[src/rtl/lfm_pkg.sv]
package lfm_pkg;
  parameter int unsigned DEF_CHAR_BITS = 10;
  parameter int unsigned DEF_RUN_CHARS = 6;

  // width able to hold 0 .. lim+1
  function automatic int unsigned run_cnt_w(input int unsigned lim);
    return $clog2(lim + 2);
  endfunction
endpackage

[src/rtl/lfm_run_det.sv]
module lfm_run_det #(
  parameter int unsigned LIMIT = 60,
  parameter int unsigned CW    = lfm_pkg::run_cnt_w(LIMIT)
) (
  input  logic clk_i,
  input  logic rst_ni,
  input  logic clr_i,
  input  logic vld_i,
  input  logic bit_i,
  output logic flt_o
);
  localparam logic [CW-1:0] LIM_C = CW'(LIMIT);
  localparam logic [CW-1:0] MAX_C = CW'(LIMIT + 1);

  logic          stale_q;
  logic          have_q;
  logic          prev_q;
  logic [CW-1:0] cnt_q;
  logic          edge_s;

  assign edge_s = have_q && (bit_i != prev_q);

  always_ff @(posedge clk_i or negedge rst_ni) begin
    if (!rst_ni) begin
      stale_q <= 1'b1;
      have_q  <= 1'b0;
      prev_q  <= 1'b0;
      cnt_q   <= '0;
    end else if (clr_i) begin
      stale_q <= 1'b1;
      have_q  <= 1'b0;
      prev_q  <= 1'b0;
      cnt_q   <= '0;
    end else if (vld_i) begin
      have_q <= 1'b1;
      prev_q <= bit_i;
      if (edge_s) begin
        stale_q <= 1'b0;
        cnt_q   <= CW'(1);
      end else if (cnt_q != MAX_C) begin
        cnt_q <= cnt_q + CW'(1);
      end
    end
  end

  assign flt_o = stale_q | (cnt_q > LIM_C);

  a_r2_cnt_sat: assert property (@(posedge clk_i) disable iff (!rst_ni)
    cnt_q <= MAX_C);

  a_r3_edge_clears: assert property (@(posedge clk_i) disable iff (!rst_ni)
    (vld_i && !clr_i && edge_s) |=> !flt_o);

  a_r4_idle_hold: assert property (@(posedge clk_i) disable iff (!rst_ni)
    (!vld_i && !clr_i) |=> $stable(cnt_q) && $stable(stale_q));
endmodule

[src/rtl/lfm_blank_tmr.sv]
module lfm_blank_tmr #(
  parameter int unsigned BW = 16
) (
  input  logic          clk_i,
  input  logic          rst_ni,
  input  logic          en_i,
  input  logic [BW-1:0] len_i,
  output logic          blank_o
);
  logic          en_q;
  logic [BW-1:0] cnt_q;

  always_ff @(posedge clk_i or negedge rst_ni) begin
    if (!rst_ni) begin
      en_q  <= 1'b0;
      cnt_q <= '0;
    end else begin
      en_q <= en_i;
      if (en_i && !en_q)    cnt_q <= len_i;
      else if (!en_i)       cnt_q <= '0;
      else if (cnt_q != '0) cnt_q <= cnt_q - BW'(1);
    end
  end

  assign blank_o = (cnt_q != '0);

  a_r9_load: assert property (@(posedge clk_i) disable iff (!rst_ni)
    (en_i && !en_q && len_i != '0) |=> blank_o);

  a_r9_off_when_dis: assert property (@(posedge clk_i) disable iff (!rst_ni)
    !en_i |=> !blank_o);
endmodule

[src/rtl/lfm_channel.sv]
module lfm_channel #(
  parameter int unsigned LIMIT   = 60,
  parameter int unsigned BLANK_W = 16
) (
  input  logic               clk_i,
  input  logic               rst_ni,
  input  logic               bit_i,
  input  logic               vld_i,
  input  logic               en_i,
  input  logic               force_i,
  input  logic               lost_i,
  input  logic [BLANK_W-1:0] blank_len_i,
  output logic               fault_no
);
  logic det_flt;
  logic blank;

  lfm_run_det #(.LIMIT(LIMIT)) u_det (
    .clk_i (clk_i),
    .rst_ni(rst_ni),
    .clr_i (!en_i),
    .vld_i (vld_i),
    .bit_i (bit_i),
    .flt_o (det_flt)
  );

  lfm_blank_tmr #(.BW(BLANK_W)) u_blank (
    .clk_i  (clk_i),
    .rst_ni (rst_ni),
    .en_i   (en_i),
    .len_i  (blank_len_i),
    .blank_o(blank)
  );

  assign fault_no = ~(det_flt | ~en_i | force_i | lost_i | blank);

  a_r6_dis_restarts: assert property (@(posedge clk_i) disable iff (!rst_ni)
    !en_i |=> det_flt);

  a_r9_blank_low: assert property (@(posedge clk_i) disable iff (!rst_ni)
    blank |-> !fault_no);
endmodule

[src/rtl/link_fault_mon.sv]
module link_fault_mon #(
  parameter int unsigned NUM_CH    = 2,
  parameter int unsigned CHAR_BITS = lfm_pkg::DEF_CHAR_BITS,
  parameter int unsigned RUN_CHARS = lfm_pkg::DEF_RUN_CHARS,
  parameter int unsigned BLANK_W   = 16
) (
  input  logic               clk_i,
  input  logic               rst_ni,
  input  logic [NUM_CH-1:0]  bit_i,
  input  logic [NUM_CH-1:0]  bit_vld_i,
  input  logic [NUM_CH-1:0]  ch_en_i,
  input  logic [NUM_CH-1:0]  rate_force_i,
  input  logic [NUM_CH-1:0]  sig_lost_i,
  input  logic [BLANK_W-1:0] blank_len_i,
  output logic [NUM_CH-1:0]  fault_no
);
  localparam int unsigned LIMIT = CHAR_BITS * RUN_CHARS;

  for (genvar c = 0; c < NUM_CH; c++) begin : g_ch
    lfm_channel #(.LIMIT(LIMIT), .BLANK_W(BLANK_W)) u_ch (
      .clk_i      (clk_i),
      .rst_ni     (rst_ni),
      .bit_i      (bit_i[c]),
      .vld_i      (bit_vld_i[c]),
      .en_i       (ch_en_i[c]),
      .force_i    (rate_force_i[c]),
      .lost_i     (sig_lost_i[c]),
      .blank_len_i(blank_len_i),
      .fault_no   (fault_no[c])
    );

    a_r7_force_low: assert property (@(posedge clk_i) disable iff (!rst_ni)
      rate_force_i[c] |-> !fault_no[c]);

    a_r8_lost_low: assert property (@(posedge clk_i) disable iff (!rst_ni)
      sig_lost_i[c] |-> !fault_no[c]);
  end
endmodule

[config.mk]
export PLATFORM = sky130hd
export DESIGN_NAME = link_fault_mon
export DESIGN_NICKNAME = d
export VERILOG_FILES = /design/src/rtl/lfm_pkg.sv /design/src/rtl/lfm_run_det.sv /design/src/rtl/lfm_blank_tmr.sv /design/src/rtl/lfm_channel.sv /design/src/rtl/link_fault_mon.sv
export SDC_FILE = /design/constraint.sdc
export NUM_CORES = 1
export LEC_CHECK = 0
export ABC_AREA = 0
export BUFFER_PORTS_ARGS = -buffer_cell sky130_fd_sc_hd__buf_4
export CAP_MARGIN = 5
export CORE_MARGIN = 3
export CORE_UTILIZATION = 59
export DETAILED_ROUTE_END_ITERATION = 12
export GPL_ROUTABILITY_DRIVEN = 0
export HOLD_SLACK_MARGIN = 0.12
export PLACE_DENSITY_LB_ADDON = 0.15
export SKIP_CTS_REPAIR_TIMING = 1
export SYNTH_ARGS = -nofsm -noshare
export SYNTH_HDL_FRONTEND = slang
export SYNTH_SLANG_ARGS = --single-unit
export TNS_END_PERCENT = 5
[constraint.sdc]
create_clock -name clk_i -period 2.4 [get_ports clk_i]
set_input_delay 0 -clock clk_i [delete_from_list [all_inputs] [get_ports clk_i]]
set_output_delay 0 -clock clk_i [all_outputs]
set_load 0.01 [all_outputs]
# [Word level (Yosys, flattened, before mapping)]
# Cells that the tools add are included.
[op_classes] n_addsub=4 n_mul=0 n_div=0 magnitude_cmp=2 n_eq_ne=12 shift=0 muxes=28 bitwise_logic=14 reduce_logical=12
[op_table] cell="16-bit two-way mux" n=6
[op_table] cell="6-bit two-way mux" n=8
[op_table] cell="16-bit nonzero test" n=2
[op_table] cell="16-bit by 1-bit subtractor with 16-bit output (second input constant)" n=2
[op_table] cell="1-bit two-way mux" n=14
[op_table] cell="6-bit by 1-bit adder with 6-bit output (second input constant)" n=2
[op_table] cell="6-bit greater-than comparator (second input constant)" n=2
[op_table] cell="3-bit by 1-bit inequality test with 1-bit output (second input constant)" n=4
[op_table] cell="6-bit inequality test (second input constant)" n=2
[op_table] cell="1-bit OR" n=10
[op_table] cell="2-bit AND reduction" n=4
[op_table] cell="1-bit logical AND" n=4
[op_table] cell="2-bit by 1-bit inequality test with 1-bit output (second input constant)" n=2
[op_table] cell="2-bit inequality test (second input constant)" n=2
[op_table] cell="1-bit inverter" n=4
[op_table] cell="1-bit zero test" n=2
[op_table] cell="1-bit inequality test" n=2
[totals] reg_bits=52 latch_bits=0 ramBits=0 romBits=0 inputBits=28 elab_cells=84 n_memories=0

# [Longest topological paths before layout]
[depth] ltp_word=7 depth_mapped=7 mapped_depth_nobuf=6

# [Cells and area by module]
# A second synthesis with hierarchy kept.
[hier_totals] cells_unflattened=350 area_unflattened_um2=3288.2
[modules_own_cells] mod="lfm_blank_tmr" instances=2 cells_each=118 area_per_inst_um2=1074.8 seq_area_each_um2=425.4
[modules_own_cells] mod="lfm_run_det" instances=2 cells_each=54 area_per_inst_um2=554.3 seq_area_each_um2=226.5
[modules_own_cells] mod="lfm_channel" instances=2 cells_each=3 area_per_inst_um2=15.0 seq_area_each_um2=0.0

# [Worst setup path before layout]
# OpenSTA, ideal clock, no wires.
[synth_path] kind="register to register" startpoint="reg g_ch[1].u_ch.u_blank.cnt_q[0]" endpoint="reg g_ch[1].u_ch.u_blank.cnt_q[1]" setup_time_ns=0.083 arrival_ns=1.913 required_ns=2.317 setup_slack_ns=0.405 path_stages_with_launch=7 n_path_buf=0 period_less_slack_ns=1.995 cell_sequence="dfrtp_1 inv_1 ha_1 nor4b_1 nand4_2 mux2_2 o21ai_0"
[synth_via] elab_chain_cells=4 elab_cells_between_ends=6
[synth_lines] item="from (decl)" line="lfm_blank_tmr.sv:11" text="logic [BW-1:0] cnt_q;"
[synth_lines] item="from (signal assigned)" line="lfm_blank_tmr.sv:19" text="if (en_i && !en_q) cnt_q <= len_i;"
[synth_lines] item="from (signal assigned)" line="lfm_blank_tmr.sv:21" text="else if (cnt_q != '0) cnt_q <= cnt_q - BW'(1);"
[synth_lines] item="16-bit by 1-bit subtractor with 16-bit output" line="lfm_blank_tmr.sv:21"
[synth_lines] item="16-bit two-way mux" line="lfm_blank_tmr.sv:21"
[synth_lines] item="16-bit two-way mux" line="lfm_blank_tmr.sv:20" text="else if (!en_i) cnt_q <= '0;"
[synth_lines] item="16-bit two-way mux" line="lfm_blank_tmr.sv:19"
# Several ways; a longest one is shown, not always the timed one. The select of a mux whose other input is x is not followed.
# A chain may end at the register's enable or synchronous reset.

# [Worst setup path after layout]
[layout_path] startpoint="reg g_ch[1].u_ch.u_blank.cnt_q[0]" endpoint="reg g_ch[1].u_ch.u_blank.cnt_q[10]"
# The elaborated chain is that of the path after synthesis.

==> load_flow_metrics.sql <==
INSERT INTO impl_metrics (metric_group, metric, value, unit) VALUES
('synth', 'compound_cell_area_share_of_the_yosys_netlist', '20.0', '%'),
('synth', 'avgSynthCellArea', '8.94', 'µm²'),
('global_routing', 'grt_util_all_layers', '25.5', '%'),
('clock_tree', 'clk_transition_reported_paths', '0.10', 'ns'),
('drt', 'post_drt_via_cell_ratio', '6.19', ''),
('floorplan', 'design.core.area', '4850', 'µm²'),
('power_and_ir_drop', 'max-vdd-ir-drop', '384', 'µV'),
('setup_path', 'r2r.worst_path.cells', '6', ''),
('clock_tree', 'ctsHtreeMaxLevel', '2', ''),
('clock_tree', 'cts_tree', 'yes', ''),
('cells_and_area', 'antenna-diode-count', '0', ''),
('setup_path', 'worst_setup_path_startpoint', 'g_ch[1].u_ch.u_blank.cnt_q[0]', ''),
('place', 'placedInstanceArea', '3340', 'µm²'),
('drt', 'highest-signal-layer', 'met4', ''),
('sta', 'final_hold_vio_count', '0', ''),
('sta', 'totalNegativeSetupSlack', '0', 'ns'),
('clock_tree', 'cts_inserted_buffers', '5', ''),
('place', 'worst_slack_after_detailed_placement', '0.203', 'ns'),
('setup_path', 'endpoint', 'g_ch[1].u_ch.u_blank.cnt_q[10]', ''),
('floorplan', 'initial_core_util', '62.9', '%'),
('synth', 'synth_top_family_by_area', 'simple AND/OR/NAND/NOR gates', ''),
('global_routing', 'pin_count_of_the_biggest_net_entering_global_routing', '53', ''),
('setup_path', 'required_arrival_time_at_the_worst_endpoint', '2.60', 'ns'),
('synth', 'synth_xor_area_share', '3.74', '%'),
('floorplan', 'design.portCount', '30', ''),
('worst_hold_path', 'classification_of_the_worst_slack_hold_path', 'primary input to async pin', ''),
('setup_path', 'worst_path_largest_cell_delay', '0.56', 'ns'),
('setup_path', 'top_cell_family_by_delay_on_the_critical_path', 'compound AO/OA/AOI/OAI gates', ''),
('setup_path', 'r2r_start', 'g_ch[1].u_ch.u_blank.cnt_q[0]', ''),
('drt', 'wirelength_met1', '3.37', 'mm'),
('run_status', 'outcome', 'finished, final reports clean', ''),
('sta', 'max-slew-margin-rel', '55.7', '%'),
('synth', 'syn_nets', '377', ''),
('drt', 'met2WireLength', '3.73', 'mm'),
('drt', 'post_drt_wl_per_cell', '16.5', 'µm'),
('clock_tree', 'tritoncts_num_sinks', '52', ''),
('sta', 'tightest_slew', '0.665', 'ns'),
('synth', 'synth_top_flop_cell', 'sky130_fd_sc_hd__dfrtp_1', ''),
('global_routing', 'grt_pass1_vias', '2630', ''),
('drt', 'drc_errors', '0', ''),
('drt', 'postRouteWirelength', '7.60', 'mm'),
('setup_path', 'crit_slowest_cell', 'sky130_fd_sc_hd__or4b_1', ''),
('synth', 'yosys.area_share.adder', '3.28', '%'),
('clock_tree', 'clock_latency', '0.31', 'ns'),
('sta', 'timing.final.crit_share', '92.8', '%'),
('synth', 'syn_area', '3050', 'µm²'),
('cells_and_area', 'layout.cell_area.non_filler', '3700', 'µm²'),
('synth', 'yosysWarnings', '0', ''),
('floorplan', 'die_w', '77.9', 'µm'),
('setup_path', 'end_kind', 'register', ''),
('setup_path', 'worst-setup-path-type', 'register to register', ''),
('setup_path', 'timing.reg2reg.setup_slack', '0.17', 'ns'),
('synth', 'synth-simple-area-share', '24.1', '%'),
('power_and_ir_drop', 'power.density', '562', 'nW/µm²'),
('synth', 'number_of_enable_type_register_cells_in_the_synthesized_netlist', '0', ''),
('synth', 'library_cells_used_by_synthesis', '53', ''),
('sta', 'grt_setup_unrepaired', 'no', ''),
('sta', 'fmax', '0.449', 'GHz'),
('setup_path', 'r2r_end', 'g_ch[1].u_ch.u_blank.cnt_q[10]', ''),
('setup_path', 'timing.critical_path.fanout_max', '6', ''),
('global_routing', 'global_route_wire_length_before_repair', '12.4', 'mm'),
('floorplan', 'die_h', '77.9', 'µm'),
('setup_path', 'critical_path_buf_inv_count', '1', ''),
('clock_tree', 'clk_path_buf_depth', '2', ''),
('setup_path', 'critical_path.cell_chain', 'inv_1, ha_1, or4b_1, a2111oi_0, xnor2_1, a21oi_1', ''),
('floorplan', 'design.die.area', '6060', 'µm²'),
('sta', 'setup_viol', '0', ''),
('synth', 'synth-seq-cells', '52', ''),
('drt', 'vias', '2852', ''),
('drt', 'drt_pass_1_iters', '6', ''),
('cells_and_area', 'share_of_cells_above_drive_strength_1', '15.0', '%');
==> power breakdown <==
group          internal [mW]  switching, mW  total (mW)  leakage, nW
Combinational          0.214          0.238       0.452        0.797
Clock                  0.309          0.306       0.615       0.0541
Sequential             0.936         0.0745        1.01        0.676
==> layout by cell type, fill, tap and decap left out, types with 3 or more instances in the layout <==
| cell type | netlist | final |
|---|---|---|
| sky130_fd_sc_hd__ha_1 | 8 | 8 |
| sky130_fd_sc_hd__buf_4 | 2 | 37 |
| sky130_fd_sc_hd__mux2i_1 | 4 | 4 |
| sky130_fd_sc_hd__nand3_1 | 16 | 16 |
| sky130_fd_sc_hd__xnor2_1 | 8 | 8 |
| sky130_fd_sc_hd__nor3_1 | 9 | 9 |
| sky130_fd_sc_hd__inv_1 | 15 | 15 |
| sky130_fd_sc_hd__a31oi_1 | 15 | 15 |
| sky130_fd_sc_hd__nand2_1 | 26 | 26 |
| sky130_fd_sc_hd__a211oi_1 | 7 | 7 |
| sky130_fd_sc_hd__xor2_1 | 5 | 5 |
| sky130_fd_sc_hd__nor4_1 | 11 | 10 |
| sky130_fd_sc_hd__a21oi_1 | 12 | 12 |
| sky130_fd_sc_hd__a21boi_0 | 4 | 4 |
| sky130_fd_sc_hd__nand4_1 | 11 | 11 |
| sky130_fd_sc_hd__nor2b_1 | 3 | 3 |
| sky130_fd_sc_hd__or3_1 | 9 | 9 |
| sky130_fd_sc_hd__o41ai_1 | 3 | 3 |
| sky130_fd_sc_hd__o21ai_0 | 34 | 34 |
| sky130_fd_sc_hd__or4_1 | 5 | 5 |
| sky130_fd_sc_hd__dfrtp_1 | 50 | 50 |
| sky130_fd_sc_hd__nor2_1 | 24 | 24 |
| sky130_fd_sc_hd__o22ai_1 | 5 | 5 |
| sky130_fd_sc_hd__clkbuf_8 | 0 | 5 |
| sky130_fd_sc_hd__dlygate4sd3_1 | 0 | 24 |
==> per-stage QoR <==
| step | hold WS [ns] | utilization (%) | power, mW | instances |
|---|---|---|---|---|
| after floorplan | -0.296 | - | 1.28 | 341 |
| after global placement | 0.0715 | 68.9 | 1.42 | 429 |
| after detailed placement | 0.0757 | 68.9 | 1.43 | 429 |
| after CTS | -0.262 | 71.2 | 2.04 | 437 |
| after global routing | 0.298 | 76.3 | 2.18 | 461 |
| final | 0.241 | 76.3 | 2.08 | 461 |
==> how the worst min path moves through the flow <==
| stage | end | slack [ns] | cells after the start |
|---|---|---|---|
| 3_3_place_gp | g_ch[0].u_ch.u_blank.cnt_q[12] | 0.07 | 1 |
| 2_1_floorplan | g_ch[0].u_ch.u_blank.cnt_q[0] | -0.30 | 0 |
| 6_report | g_ch[0].u_ch.u_blank.cnt_q[6] | 0.24 | 2 |
| 5_1_grt | g_ch[0].u_ch.u_blank.cnt_q[12] | 0.30 | 2 |
| 3_5_place_dp | g_ch[0].u_ch.u_blank.cnt_q[12] | 0.08 | 1 |
| 4_1_cts | g_ch[0].u_ch.u_det.prev_q | -0.26 | 1 |
==> cell type report <==
type	count	area, µm²
inverters	15	56.3
clock buffers	5	68.8
flip-flops and latches	52	1300
clock inverters	3	42.5
well taps	67	83.8
fillers	339	1150
repair buffers	61	518
multi-input cells	258	1630
==> Yosys cell counts, drive strengths merged, types with 2 or more instances <==
cell type | n | area (µm²)
o21a | 2 | 15.0
or3 | 10 | 67.6
nand3 | 16 | 80.1
dfrtp | 50 | 1250
a21boi | 4 | 30.0
o22ai | 5 | 31.3
nor2 | 24 | 90.1
ha | 8 | 100
xnor2 | 8 | 70.1
o211ai | 2 | 15.0
nand4 | 12 | 81.3
o21ai | 34 | 170
mux2 | 2 | 22.5
xor2 | 5 | 43.8
and3 | 2 | 12.5
a21oi | 12 | 60.1
a31oi | 15 | 93.8
o311ai | 2 | 17.5
nand4b | 2 | 17.5
nand2 | 26 | 97.6
nor4 | 11 | 68.8
clkbuf | 12 | 45.0
buf | 4 | 23.8
a21bo | 2 | 20.0
nor2b | 3 | 18.8
inv | 15 | 56.3
nor4b | 2 | 17.5
o41ai | 3 | 26.3
or4 | 7 | 60.1
dfstp | 2 | 52.6
and4 | 2 | 17.5
o31ai | 2 | 15.0
nand2b | 2 | 12.5
a211oi | 7 | 52.6
nor3 | 9 | 45.0
mux2i | 4 | 40.0
nand3b | 2 | 15.0
==> kinds of logic (layout without fill, tap and decap cells) <==
| family | count (synthesis) | after routing |
|---|---|---|
| AO/OA/AOI/OAI | 97 | 97 |
| XOR/XNOR | 13 | 13 |
| adder cells (fa/ha/maj) | 8 | 8 |
| buffers and inverters | 31 | 84 |
| flip-flops | 52 | 52 |
| multiplexers | 6 | 6 |
| AND/OR/NAND/NOR | 134 | 134 |
==> registers in the layout, indices dropped and copies added (netlist names) <==
signal,count
g_ch.u_ch.u_blank.en_q,2
g_ch.u_ch.u_det.have_q,2
g_ch.u_ch.u_det.stale_q,2
g_ch.u_ch.u_det.cnt_q,12
g_ch.u_ch.u_det.prev_q,2
g_ch.u_ch.u_blank.cnt_q,32
==> routing by layer <==
metal,up-vias,global-route usage [%]
li1,1389,-
met5,-,0
met3,12,5.22
met2,94,40.2
met4,0,7.65
met1,1357,35.4
Note: power is estimated with default switching activity, not from simulation.
